### config.mk
export PLATFORM = sky130hd
export DESIGN_NAME = phy_rst_lock_seq
export DESIGN_NICKNAME = d
export VERILOG_FILES = /design/src/rtl/phy_rst_lock_pkg.sv /design/src/rtl/prl_countdown.sv /design/src/rtl/prl_attempts.sv /design/src/rtl/prl_lines.sv /design/src/rtl/phy_rst_lock_seq.sv
export SDC_FILE = /design/constraint.sdc
export NUM_CORES = 1
export LEC_CHECK = 0
export BUFFER_PORTS_ARGS = -buffer_cell sky130_fd_sc_hd__buf_4
export CAP_MARGIN = 20
export CORE_MARGIN = 5
export CORE_UTILIZATION = 30
export CTS_CLUSTER_SIZE = 20
export DETAILED_ROUTE_END_ITERATION = 7
export GPL_TIMING_DRIVEN = 0
export PLACE_DENSITY = 0.57
export SLEW_MARGIN = 20
export SYNTH_ARGS = -nofsm -noshare
export SYNTH_HDL_FRONTEND = slang
export SYNTH_SLANG_ARGS = --single-unit
### constraint.sdc
create_clock -name clk -period 2.6 [get_ports clk]
set_input_delay 0 -clock clk [delete_from_list [all_inputs] [get_ports clk]]
set_output_delay 0 -clock clk [all_outputs]
set_load 0.03 [all_outputs]
### src/rtl/phy_rst_lock_pkg.sv
package phy_rst_lock_pkg;

   typedef enum logic [1:0] {
      OP_NONE  = 2'd0,
      OP_ADDR  = 2'd1,
      OP_WRITE = 2'd2,
      OP_READ  = 2'd3
   } req_op_e;

   typedef enum logic [3:0] {
      ST_IDLE,
      ST_PD_LOW,
      ST_RST_LOW,
      ST_RST_HIGH,
      ST_RST_ADDR,
      ST_RST_WR,
      ST_GAP,
      ST_POLL_ADDR,
      ST_POLL_RD
   } seq_state_e;

   typedef enum logic [1:0] {
      END_OK,
      END_TMO,
      END_FAIL
   } end_kind_e;

endpackage

### src/rtl/prl_countdown.sv
module prl_countdown #(
   parameter int W = 4
) (
   input  logic         clk,
   input  logic         rst_n,
   input  logic         load_i,
   input  logic [W-1:0] val_i,
   output logic         zero_o
);

   logic [W-1:0] cnt_q;

   always_ff @(posedge clk or negedge rst_n) begin
      if (!rst_n)            cnt_q <= '0;
      else if (load_i)       cnt_q <= val_i;
      else if (cnt_q != '0)  cnt_q <= cnt_q - 1'b1;
   end

   assign zero_o = (cnt_q == '0);

endmodule

### src/rtl/prl_attempts.sv
module prl_attempts #(
   parameter int LIMIT = 8,
   parameter int W     = 4
) (
   input  logic clk,
   input  logic rst_n,
   input  logic clr_i,
   input  logic inc_i,
   output logic last_o
);

   logic [W-1:0] cnt_q;

   always_ff @(posedge clk or negedge rst_n) begin
      if (!rst_n)      cnt_q <= '0;
      else if (clr_i)  cnt_q <= '0;
      else if (inc_i)  cnt_q <= cnt_q + 1'b1;
   end

   assign last_o = (cnt_q == W'(LIMIT - 1));

endmodule

### src/rtl/prl_lines.sv
module prl_lines #(
   parameter bit ENABLE = 1'b1
) (
   input  logic clk,
   input  logic rst_n,
   input  logic clr_pd_i,
   input  logic clr_rst_i,
   input  logic set_rst_i,
   output logic pd_o,
   output logic rst_o
);

   generate
      if (ENABLE) begin : g_driven
         logic pd_q, rst_q;
         always_ff @(posedge clk or negedge rst_n) begin
            if (!rst_n) begin
               pd_q  <= 1'b1;
               rst_q <= 1'b1;
            end else begin
               if (clr_pd_i)  pd_q  <= 1'b0;
               if (clr_rst_i) rst_q <= 1'b0;
               else if (set_rst_i) rst_q <= 1'b1;
            end
         end
         assign pd_o  = pd_q;
         assign rst_o = rst_q;
      end else begin : g_tied
         assign pd_o  = 1'b1;
         assign rst_o = 1'b1;
      end
   endgenerate

endmodule

### src/rtl/phy_rst_lock_seq.sv
module phy_rst_lock_seq
   import phy_rst_lock_pkg::*;
#(
   parameter int          DATA_W       = 16,
   parameter int          MAX_POLLS    = 8,
   parameter int          POLL_GAP     = 20,
   parameter int          HOLD_CYCLES  = 4,
   parameter bit          HAS_PRERESET = 1'b1,
   parameter logic [15:0] RST_REG      = 16'h7F3F,
   parameter logic [15:0] RST_VAL      = 16'h0001,
   parameter logic [15:0] LANE_REG     = 16'h2003,
   parameter logic [15:0] LOCK_MASK    = 16'h0002
) (
   input  logic              clk,
   input  logic              rst_n,
   input  logic              start_i,
   input  logic              prereset_en_i,
   output logic              req_valid_o,
   output logic [1:0]        req_op_o,
   output logic [DATA_W-1:0] req_data_o,
   input  logic              rsp_done_i,
   input  logic              rsp_err_i,
   input  logic [DATA_W-1:0] rsp_rdata_i,
   output logic              pwr_down_o,
   output logic              sw_rst_o,
   output logic              done_o,
   output logic              ok_o,
   output logic              timeout_o,
   output logic              fail_o
);

   localparam int TMR_MAX = (HOLD_CYCLES > POLL_GAP) ? HOLD_CYCLES : POLL_GAP;
   localparam int TMR_W   = $clog2(TMR_MAX + 1);
   localparam int ATT_W   = (MAX_POLLS > 1) ? $clog2(MAX_POLLS) : 1;

   if (MAX_POLLS < 1)   begin : g_bad_polls $error("MAX_POLLS must be at least 1"); end
   if (POLL_GAP < 1)    begin : g_bad_gap   $error("POLL_GAP must be at least 1"); end
   if (HOLD_CYCLES < 1) begin : g_bad_hold  $error("HOLD_CYCLES must be at least 1"); end
   if (DATA_W < 16)     begin : g_bad_width $error("DATA_W must be at least 16"); end
   if (LOCK_MASK == '0) begin : g_bad_mask  $error("LOCK_MASK must be non-zero"); end

   seq_state_e          st_q, st_d;
   logic                tmr_load, tmr_zero;
   logic [TMR_W-1:0]    tmr_val;
   logic                att_clr, att_inc, att_last;
   logic                clr_pd, clr_rst, set_rst;
   logic                fin;
   end_kind_e           fin_kind;
   logic                accept, locked, go_pre;
   logic                done_q, ok_q, tmo_q, fail_q;

   assign accept = req_valid_o & rsp_done_i;
   assign locked = |(rsp_rdata_i & DATA_W'(LOCK_MASK));
   assign go_pre = prereset_en_i & HAS_PRERESET;

   // request presentation follows the registered state only
   always_comb begin
      req_valid_o = 1'b1;
      req_op_o    = OP_NONE;
      req_data_o  = '0;
      case (st_q)
         ST_RST_ADDR:  begin req_op_o = OP_ADDR;  req_data_o = DATA_W'(RST_REG);  end
         ST_RST_WR:    begin req_op_o = OP_WRITE; req_data_o = DATA_W'(RST_VAL);  end
         ST_POLL_ADDR: begin req_op_o = OP_ADDR;  req_data_o = DATA_W'(LANE_REG); end
         ST_POLL_RD:   begin req_op_o = OP_READ;  end
         default:      req_valid_o = 1'b0;
      endcase
   end

   always_comb begin
      st_d     = st_q;
      tmr_load = 1'b0;
      tmr_val  = '0;
      att_clr  = 1'b0;
      att_inc  = 1'b0;
      clr_pd   = 1'b0;
      clr_rst  = 1'b0;
      set_rst  = 1'b0;
      fin      = 1'b0;
      fin_kind = END_OK;
      case (st_q)
         ST_IDLE: begin
            if (start_i) begin
               if (go_pre) begin
                  st_d     = ST_PD_LOW;
                  clr_pd   = 1'b1;
                  tmr_load = 1'b1;
                  tmr_val  = TMR_W'(HOLD_CYCLES);
               end else begin
                  st_d = ST_RST_ADDR;
               end
            end
         end
         ST_PD_LOW: begin
            if (tmr_zero) begin
               st_d     = ST_RST_LOW;
               clr_rst  = 1'b1;
               tmr_load = 1'b1;
               tmr_val  = TMR_W'(HOLD_CYCLES);
            end
         end
         ST_RST_LOW: begin
            if (tmr_zero) begin
               st_d     = ST_RST_HIGH;
               set_rst  = 1'b1;
               tmr_load = 1'b1;
               tmr_val  = TMR_W'(HOLD_CYCLES);
            end
         end
         ST_RST_HIGH: begin
            if (tmr_zero) st_d = ST_RST_ADDR;
         end
         ST_RST_ADDR: begin
            if (accept) begin
               if (rsp_err_i) begin fin = 1'b1; fin_kind = END_FAIL; end
               else st_d = ST_RST_WR;
            end
         end
         ST_RST_WR: begin
            if (accept) begin
               if (rsp_err_i) begin
                  fin = 1'b1; fin_kind = END_FAIL;
               end else begin
                  st_d     = ST_GAP;
                  att_clr  = 1'b1;
                  tmr_load = 1'b1;
                  tmr_val  = TMR_W'(POLL_GAP);
               end
            end
         end
         ST_GAP: begin
            if (tmr_zero) st_d = ST_POLL_ADDR;
         end
         ST_POLL_ADDR: begin
            if (accept) begin
               if (rsp_err_i) begin fin = 1'b1; fin_kind = END_FAIL; end
               else st_d = ST_POLL_RD;
            end
         end
         ST_POLL_RD: begin
            if (accept) begin
               if (rsp_err_i) begin
                  fin = 1'b1; fin_kind = END_FAIL;
               end else if (locked) begin
                  fin = 1'b1; fin_kind = END_OK;
               end else if (att_last) begin
                  fin = 1'b1; fin_kind = END_TMO;
               end else begin
                  st_d     = ST_GAP;
                  att_inc  = 1'b1;
                  tmr_load = 1'b1;
                  tmr_val  = TMR_W'(POLL_GAP);
               end
            end
         end
         default: st_d = ST_IDLE;
      endcase
      if (fin) st_d = ST_IDLE;
   end

   always_ff @(posedge clk or negedge rst_n) begin
      if (!rst_n) begin
         st_q   <= ST_IDLE;
         done_q <= 1'b0;
         ok_q   <= 1'b0;
         tmo_q  <= 1'b0;
         fail_q <= 1'b0;
      end else begin
         st_q   <= st_d;
         done_q <= fin;
         ok_q   <= fin & (fin_kind == END_OK);
         tmo_q  <= fin & (fin_kind == END_TMO);
         fail_q <= fin & (fin_kind == END_FAIL);
      end
   end

   assign done_o    = done_q;
   assign ok_o      = ok_q;
   assign timeout_o = tmo_q;
   assign fail_o    = fail_q;

   prl_countdown #(.W(TMR_W)) i_timer (
      .clk    (clk),
      .rst_n  (rst_n),
      .load_i (tmr_load),
      .val_i  (tmr_val),
      .zero_o (tmr_zero)
   );

   prl_attempts #(.LIMIT(MAX_POLLS), .W(ATT_W)) i_attempts (
      .clk    (clk),
      .rst_n  (rst_n),
      .clr_i  (att_clr),
      .inc_i  (att_inc),
      .last_o (att_last)
   );

   prl_lines #(.ENABLE(HAS_PRERESET)) i_lines (
      .clk       (clk),
      .rst_n     (rst_n),
      .clr_pd_i  (clr_pd),
      .clr_rst_i (clr_rst),
      .set_rst_i (set_rst),
      .pd_o      (pwr_down_o),
      .rst_o     (sw_rst_o)
   );

endmodule

Yosys cells after proc, flatten, opt, wreduce, memory -nomap -nowiden
Cells that the tools add are included.
{"block": "op_classes", "addsub": 2, "multipliers": 0, "div_mod_pow": 0, "order_cmp": 0, "eq_ne": 26, "shift": 0, "mux": 66, "bitwise": 4, "reduce_logical": 12}
{"operator": "$mux W4", "count": 16}
{"operator": "$pmux W15 S3", "count": 1}
{"operator": "$mux W5", "count": 8}
{"operator": "$pmux W4 S9", "count": 1}
{"operator": "$ne A3 B3 Y1 const B", "count": 11}
{"operator": "$mux W1", "count": 25}
{"operator": "$pmux W5 S4", "count": 1}
{"operator": "$mux W3", "count": 6}
{"operator": "$eq A4 B3 Y1 const B", "count": 4}
{"operator": "$reduce_and A15 Y1", "count": 1}
{"operator": "$ne A3 B2 Y1 const B", "count": 4}
{"operator": "$eq A4 B2 Y1 const B", "count": 2}
{"operator": "$mux W2", "count": 4}
{"operator": "$pmux W2 S3", "count": 1}
{"operator": "$reduce_bool A2 Y1", "count": 3}
{"operator": "$logic_not A5 Y1", "count": 1}
{"operator": "$reduce_bool A5 Y1", "count": 1}
{"operator": "$sub A5 B1 Y5 const B", "count": 1}
{"operator": "$and A1 B1 Y1", "count": 4}
{"operator": "$eq A4 B1 Y1 const B", "count": 1}
{"operator": "$eq A4 B4 Y1 const B", "count": 1}
{"operator": "$logic_not A4 Y1", "count": 1}
{"operator": "$pmux W1 S4", "count": 1}
{"operator": "$pmux W2 S2", "count": 1}
{"operator": "9 further kinds", "count": 10}
{"block": "totals", "regBits": 18, "latch_bits": 0, "ramBits": 0, "rom_bits": 0, "inputBits": 22, "out_inout_bits": 25, "elab_cells": 119, "mem_count": 0}

Depth between registers and ports, before layout
{"block": "logic_depth", "depth_word": 8, "depth_mapped": 6, "mapped_depth_nobuf": 6}

Hierarchy
A second synthesis with hierarchy kept.
{"block": "hier_totals", "hier_cells": 132, "area_unflattened_um2": 1226.2}
{"mod": "phy_rst_lock_seq", "n_inst": 1, "cells_per_inst": 90, "area_each_um2": 738.2, "seq_area_each_um2": 200.2}
{"mod": "prl_countdown", "n_inst": 1, "cells_per_inst": 27, "area_each_um2": 279.0, "seq_area_each_um2": 125.1}
{"mod": "prl_attempts", "n_inst": 1, "cells_per_inst": 11, "area_each_um2": 140.1, "seq_area_each_um2": 75.1}
{"mod": "prl_lines", "n_inst": 1, "cells_per_inst": 4, "area_each_um2": 68.8, "seq_area_each_um2": 52.6}

Least setup slack after synthesis
OpenSTA, ideal clock, no wires.
{"block": "synth_timing", "path_type": "register to output", "startpoint": "register st_q[0]", "endpoint": "output req_data_o[10]", "t_arrival_ns": 1.895, "t_required_ns": 2.600, "setup_slack_ns": 0.705, "path_stages_with_launch": 5, "n_path_buf": 2, "cell_sequence": "dfrtp_1 -> clkbuf_1 -> or2_2 -> nor2_1 -> buf_4"}
{"block": "synth_via", "elab_chain_cells": 2, "elab_cells_between_ends": 4, "cone_classes": "eq/ne (3); mux (1)"}
{"element": "from (decl)", "line": "phy_rst_lock_seq.sv:42", "text": "seq_state_e st_q, st_d;"}
{"element": "from (signal assigned)", "line": "phy_rst_lock_seq.sv:169", "text": "st_q <= st_d;"}
{"element": "$eq A4 B3 Y1", "line": "phy_rst_lock_seq.sv:61", "text": "case (st_q)"}
{"element": "$pmux W15 S3 *", "line": "phy_rst_lock_seq.sv:61"}
{"element": "to (decl)", "line": "phy_rst_lock_seq.sv:20", "text": "output logic [DATA_W-1:0] req_data_o,"}
Every way passes the cells marked *; elsewhere a longest branch is shown, timed or not.

Worst setup path in the final report
{"block": "layout_timing", "startpoint": "register i_timer.cnt_q[0]", "endpoint": "register i_timer.cnt_q[1]"}
{"block": "layout_via", "elab_chain_cells": 4, "elab_cells_between_ends": 8, "cone_classes": "add/sub (1); mux (4); reduce/logical (3)"}
{"element": "from (decl)", "line": "prl_countdown.sv:11", "text": "logic [W-1:0] cnt_q;"}
{"element": "from (signal assigned)", "line": "prl_countdown.sv:15", "text": "else if (load_i) cnt_q <= val_i;"}
{"element": "from (signal assigned)", "line": "prl_countdown.sv:16", "text": "else if (cnt_q != '0) cnt_q <= cnt_q - 1'b1;"}
{"element": "branches (longest 4 deep; another with $sub A5 B1 Y5)"}
Parallel ways; which one is timed is not known. The select of a mux whose other input is x is not followed.
A chain may end at the register's enable or synchronous reset.

==> metrics.md <==
| Metric | Value |
|---|---|
| Result of the run | complete, no violations |
| Proportion of netlist area held by the largest area contributor | approximately a third |
| CP startpoint kind | register |
| Max-Cap Viols | 0 |
| Cts bufs inserted | 3 |
| GRT Overall Usage | roughly 11% |
| Largest net degree at the start of global routing | 19 |
| Nets | approximately 190 |
| Drt pass-1 iters | 6 |
| Relative slew slack | between 40% and 50% |
| WP data required | about 2.7 ns |
| Design area | 1550 µm² |
| Die width | ~73 µm |
| Final wirelength | around 2800 µm |
| DR iter-0 viols | 63 |
| Tcrit/Tclk final | between 80% and 90% |
| Total setup violations reported at the end of the flow | 0 |
| Top FF cell, synth | dfrtp_1 |
| Critical path class | register to register |
| Number of flops mapped to enable cells by yosys | 0 |
| Slew @ Worst Pin | ~0.80 ns |
| Peak supply drop | 0.6330 mV |
| GPL Wtd Cong | 0.8045 |
| First-pass GRT wire length | between 4000 and 5000 µm |
| HPWL Detailed | 2189 µm |
| Fmax | ~440 MHz |
| Io pins | 47 |
| Leak | 0.7680 nW |
| Netlist cell types | between 40 and 50 |
| Total Neg Setup Slack | 0 ns |
| Vias in the first global route | just under 1000 |
| Diode count | 0 |
| Syn Area/Cell | 9.483 µm² |
| Area grow syn2layout | 29.74% |
| RSZ-0062 raised after global routing | no |
| Final Core Density | between 30% and 40% |
| Cell count after synthesis | 126 |
| CP Data Arrival Time | 2.37 ns |
| ANT nets after route | 0 |
| CTS tree | built |
| Worst hold path class | input pin to register |
| Die height | 73.11 µm |
| Fin Hold WS | 0.01501 ns |
| Asr flop ratio synth | 100.0% |
| PortBufs | 28 |
| FF+latch count, synth | 18 |
| Wirelength per Cell | around 13 µm |
| Crit Path Max Fanout | 5 |
| Area contributors post-synth | dfrtp_1, buf_4, dfstp_2 |
| Critical Path Slowest Stage Cell | nor4b_1 |
| Drt drc | 0 |
| CP peak stage delay | 0.68 ns |
| Worst path bufs/invs | 1 |
| Slew Limit Fails | 0 |
| Ys Warns | 0 |
| H-tree levels | 1 |
| Cell family with most CP delay | simple AND/OR/NAND/NOR gates |
| Nature of the critical path endpoint | register |
| Min cycle time layout | ~2.3 ns |
| Vias/cell | about 4.7 |
| Starting Density | between 30% and 40% |
| Mapped Area | around 1200 µm² |
| Layout cells sized above 1 | between 40% and 50% |
| Worst-skew pair later-pin latency | ~0.25 ns |
| Rows | 23 |
| Core area | around 3900 µm² |
| DIE AREA | ~5300 µm² |
| Synth area leader | dfrtp_1 |
| Sequential area share after synthesis | a little under two fifths |
| Post-CTS Setup Inserts | 0 |
| Global route overflow | 0 |
| CTS clk-pin slew, worst paths | 0.07 ns |
| Clk sinks | 18 |
| Clk_skew | 0.004650 ns |
| CTS Root Cell | clkbuf_8 |
| Power Density | between 1000 and 1500 nW/µm² |
| Initial antenna violation count | 0 |
| Final hold vios | 0 |
| Clk buf depth | 2 |
| Via Count | between 1000 and 1500 |
| Placed instance area | between 1000 and 1500 µm² |
| Crit path cell chain | inv_1 > ha_1 > nor4b_1 > nand2_1 > o21ai_0 > a2111oi_0 |
[metal layers]
layer / vias to the layer above / routed length, µm / track usage (%)
li1: 497 / - / -
met1: 485 / 1151 / 13.37
met2: 19 / 1533 / 19.86
met3: 4 / 101 / 1.240
met4: 0 / 26 / 3.689
met5: - / 0 / 0
[flip-flops by register name (all words and copies together), names as in the netlist]
register          count
i_lines.pd_o          1
i_attempts.cnt_q      3
st_q                  4
done_o                1
fail_o                1
timeout_o             1
i_lines.rst_o         1
ok_o                  1
i_timer.cnt_q         5
[final timing paths]
kind	start	end	slack, ns	cells past startpoint
setup / recovery	i_timer.cnt_q[0]$_DFFE_PN0P_	i_timer.cnt_q[1]$_DFFE_PN0P_	0.33	6
hold / removal	rsp_err_i	fail_o$_DFF_PN0_	0.02	3
min in group asynchronous	rst_n	st_q[0]$_DFFE_PN0P_	0.15	2
max in group asynchronous	rst_n	i_lines.pd_o$_DFFE_PN1P_	2.19	2
setup reg to reg	i_timer.cnt_q[0]$_DFFE_PN0P_	i_timer.cnt_q[1]$_DFFE_PN0P_	0.33	6
hold reg to reg	i_lines.pd_o$_DFFE_PN1P_	i_lines.pd_o$_DFFE_PN1P_	0.49	1
[final cells by class]
cell class	instances	area, µm²
buffer	17	121.4
fill	392	2392
clock buffer	4	55.05
inverter	9	33.78
tap	50	62.56
timing repair buffer	30	230.2
multi-input combinational	84	594.3
sequential	18	452.9
[timing repair]
action,4_1_cts,5_1_grt
endpoints found under the hold margin,20,0
resized for setup,0,0
hold buffers,2,0
[worst reg2reg max path, delay by kind of cell, from the launching register on]
kind	cells	cell delay, ns
adders and majority gates	1	0.23
and+or+nand+nor	2	0.82
DFF	1	0.39
AOI/OAI and AO/OA	2	0.60
buffers and inverters	1	0.09
[cell usage in the layout (no fill, tap or decap), types with 3 or more instances in the layout]
cell,netlist,routed
nor2_1,13,13
mux2_2,3,3
clkbuf_8,0,4
inv_1,9,9
o21ai_0,4,4
buf_4,15,43
mux2i_1,4,4
or2_2,5,5
conb_1,1,3
nor3_1,3,3
ha_1,3,3
nand2_1,7,7
a21oi_1,5,5
dfrtp_1,16,16
[power breakdown]
group,switching (W),leakage (nW),internal (W)
combinational,0.000863,0.511,0.000625
clock,0.0000997,0.0288,0.000135
sequential,0.0000825,0.228,0.000380
[cell families after synthesis]
group                    count (synthesis)  synth area share (%)
buffers and inverters                   26                 12.98
AND/OR/NAND/NOR                         46                 23.77
other                                    1                0.3138
XOR/XNOR                                 2                 1.466
multiplexers                             7                 6.178
AO/OA/AOI/OAI                           23                 14.24
adder cells (fa/ha/maj)                  3                 3.142
flip-flops                              18                 37.91
[cells in the mapped netlist, drive strengths merged, types with 3 or more instances]
library cell	count
buf	16
nor3	3
a21oi	5
dfrtp	16
nor2	13
ha	3
nor3b	3
inv	9
nand2	7
or2	5
o21ai	4
mux2	3
mux2i	4
[metrics by stage]
step	power (W)	instances	worst slack [ns]
after CTS	0.002210	212	0.2700
after floorplan	0.001549	128	0.7055
after detailed placement	0.001964	206	0.2917
final	0.002184	212	0.3321
after global placement	0.001928	206	0.4459
after global routing	0.002342	212	0.04341
Note: power is estimated with default switching activity, not from simulation.
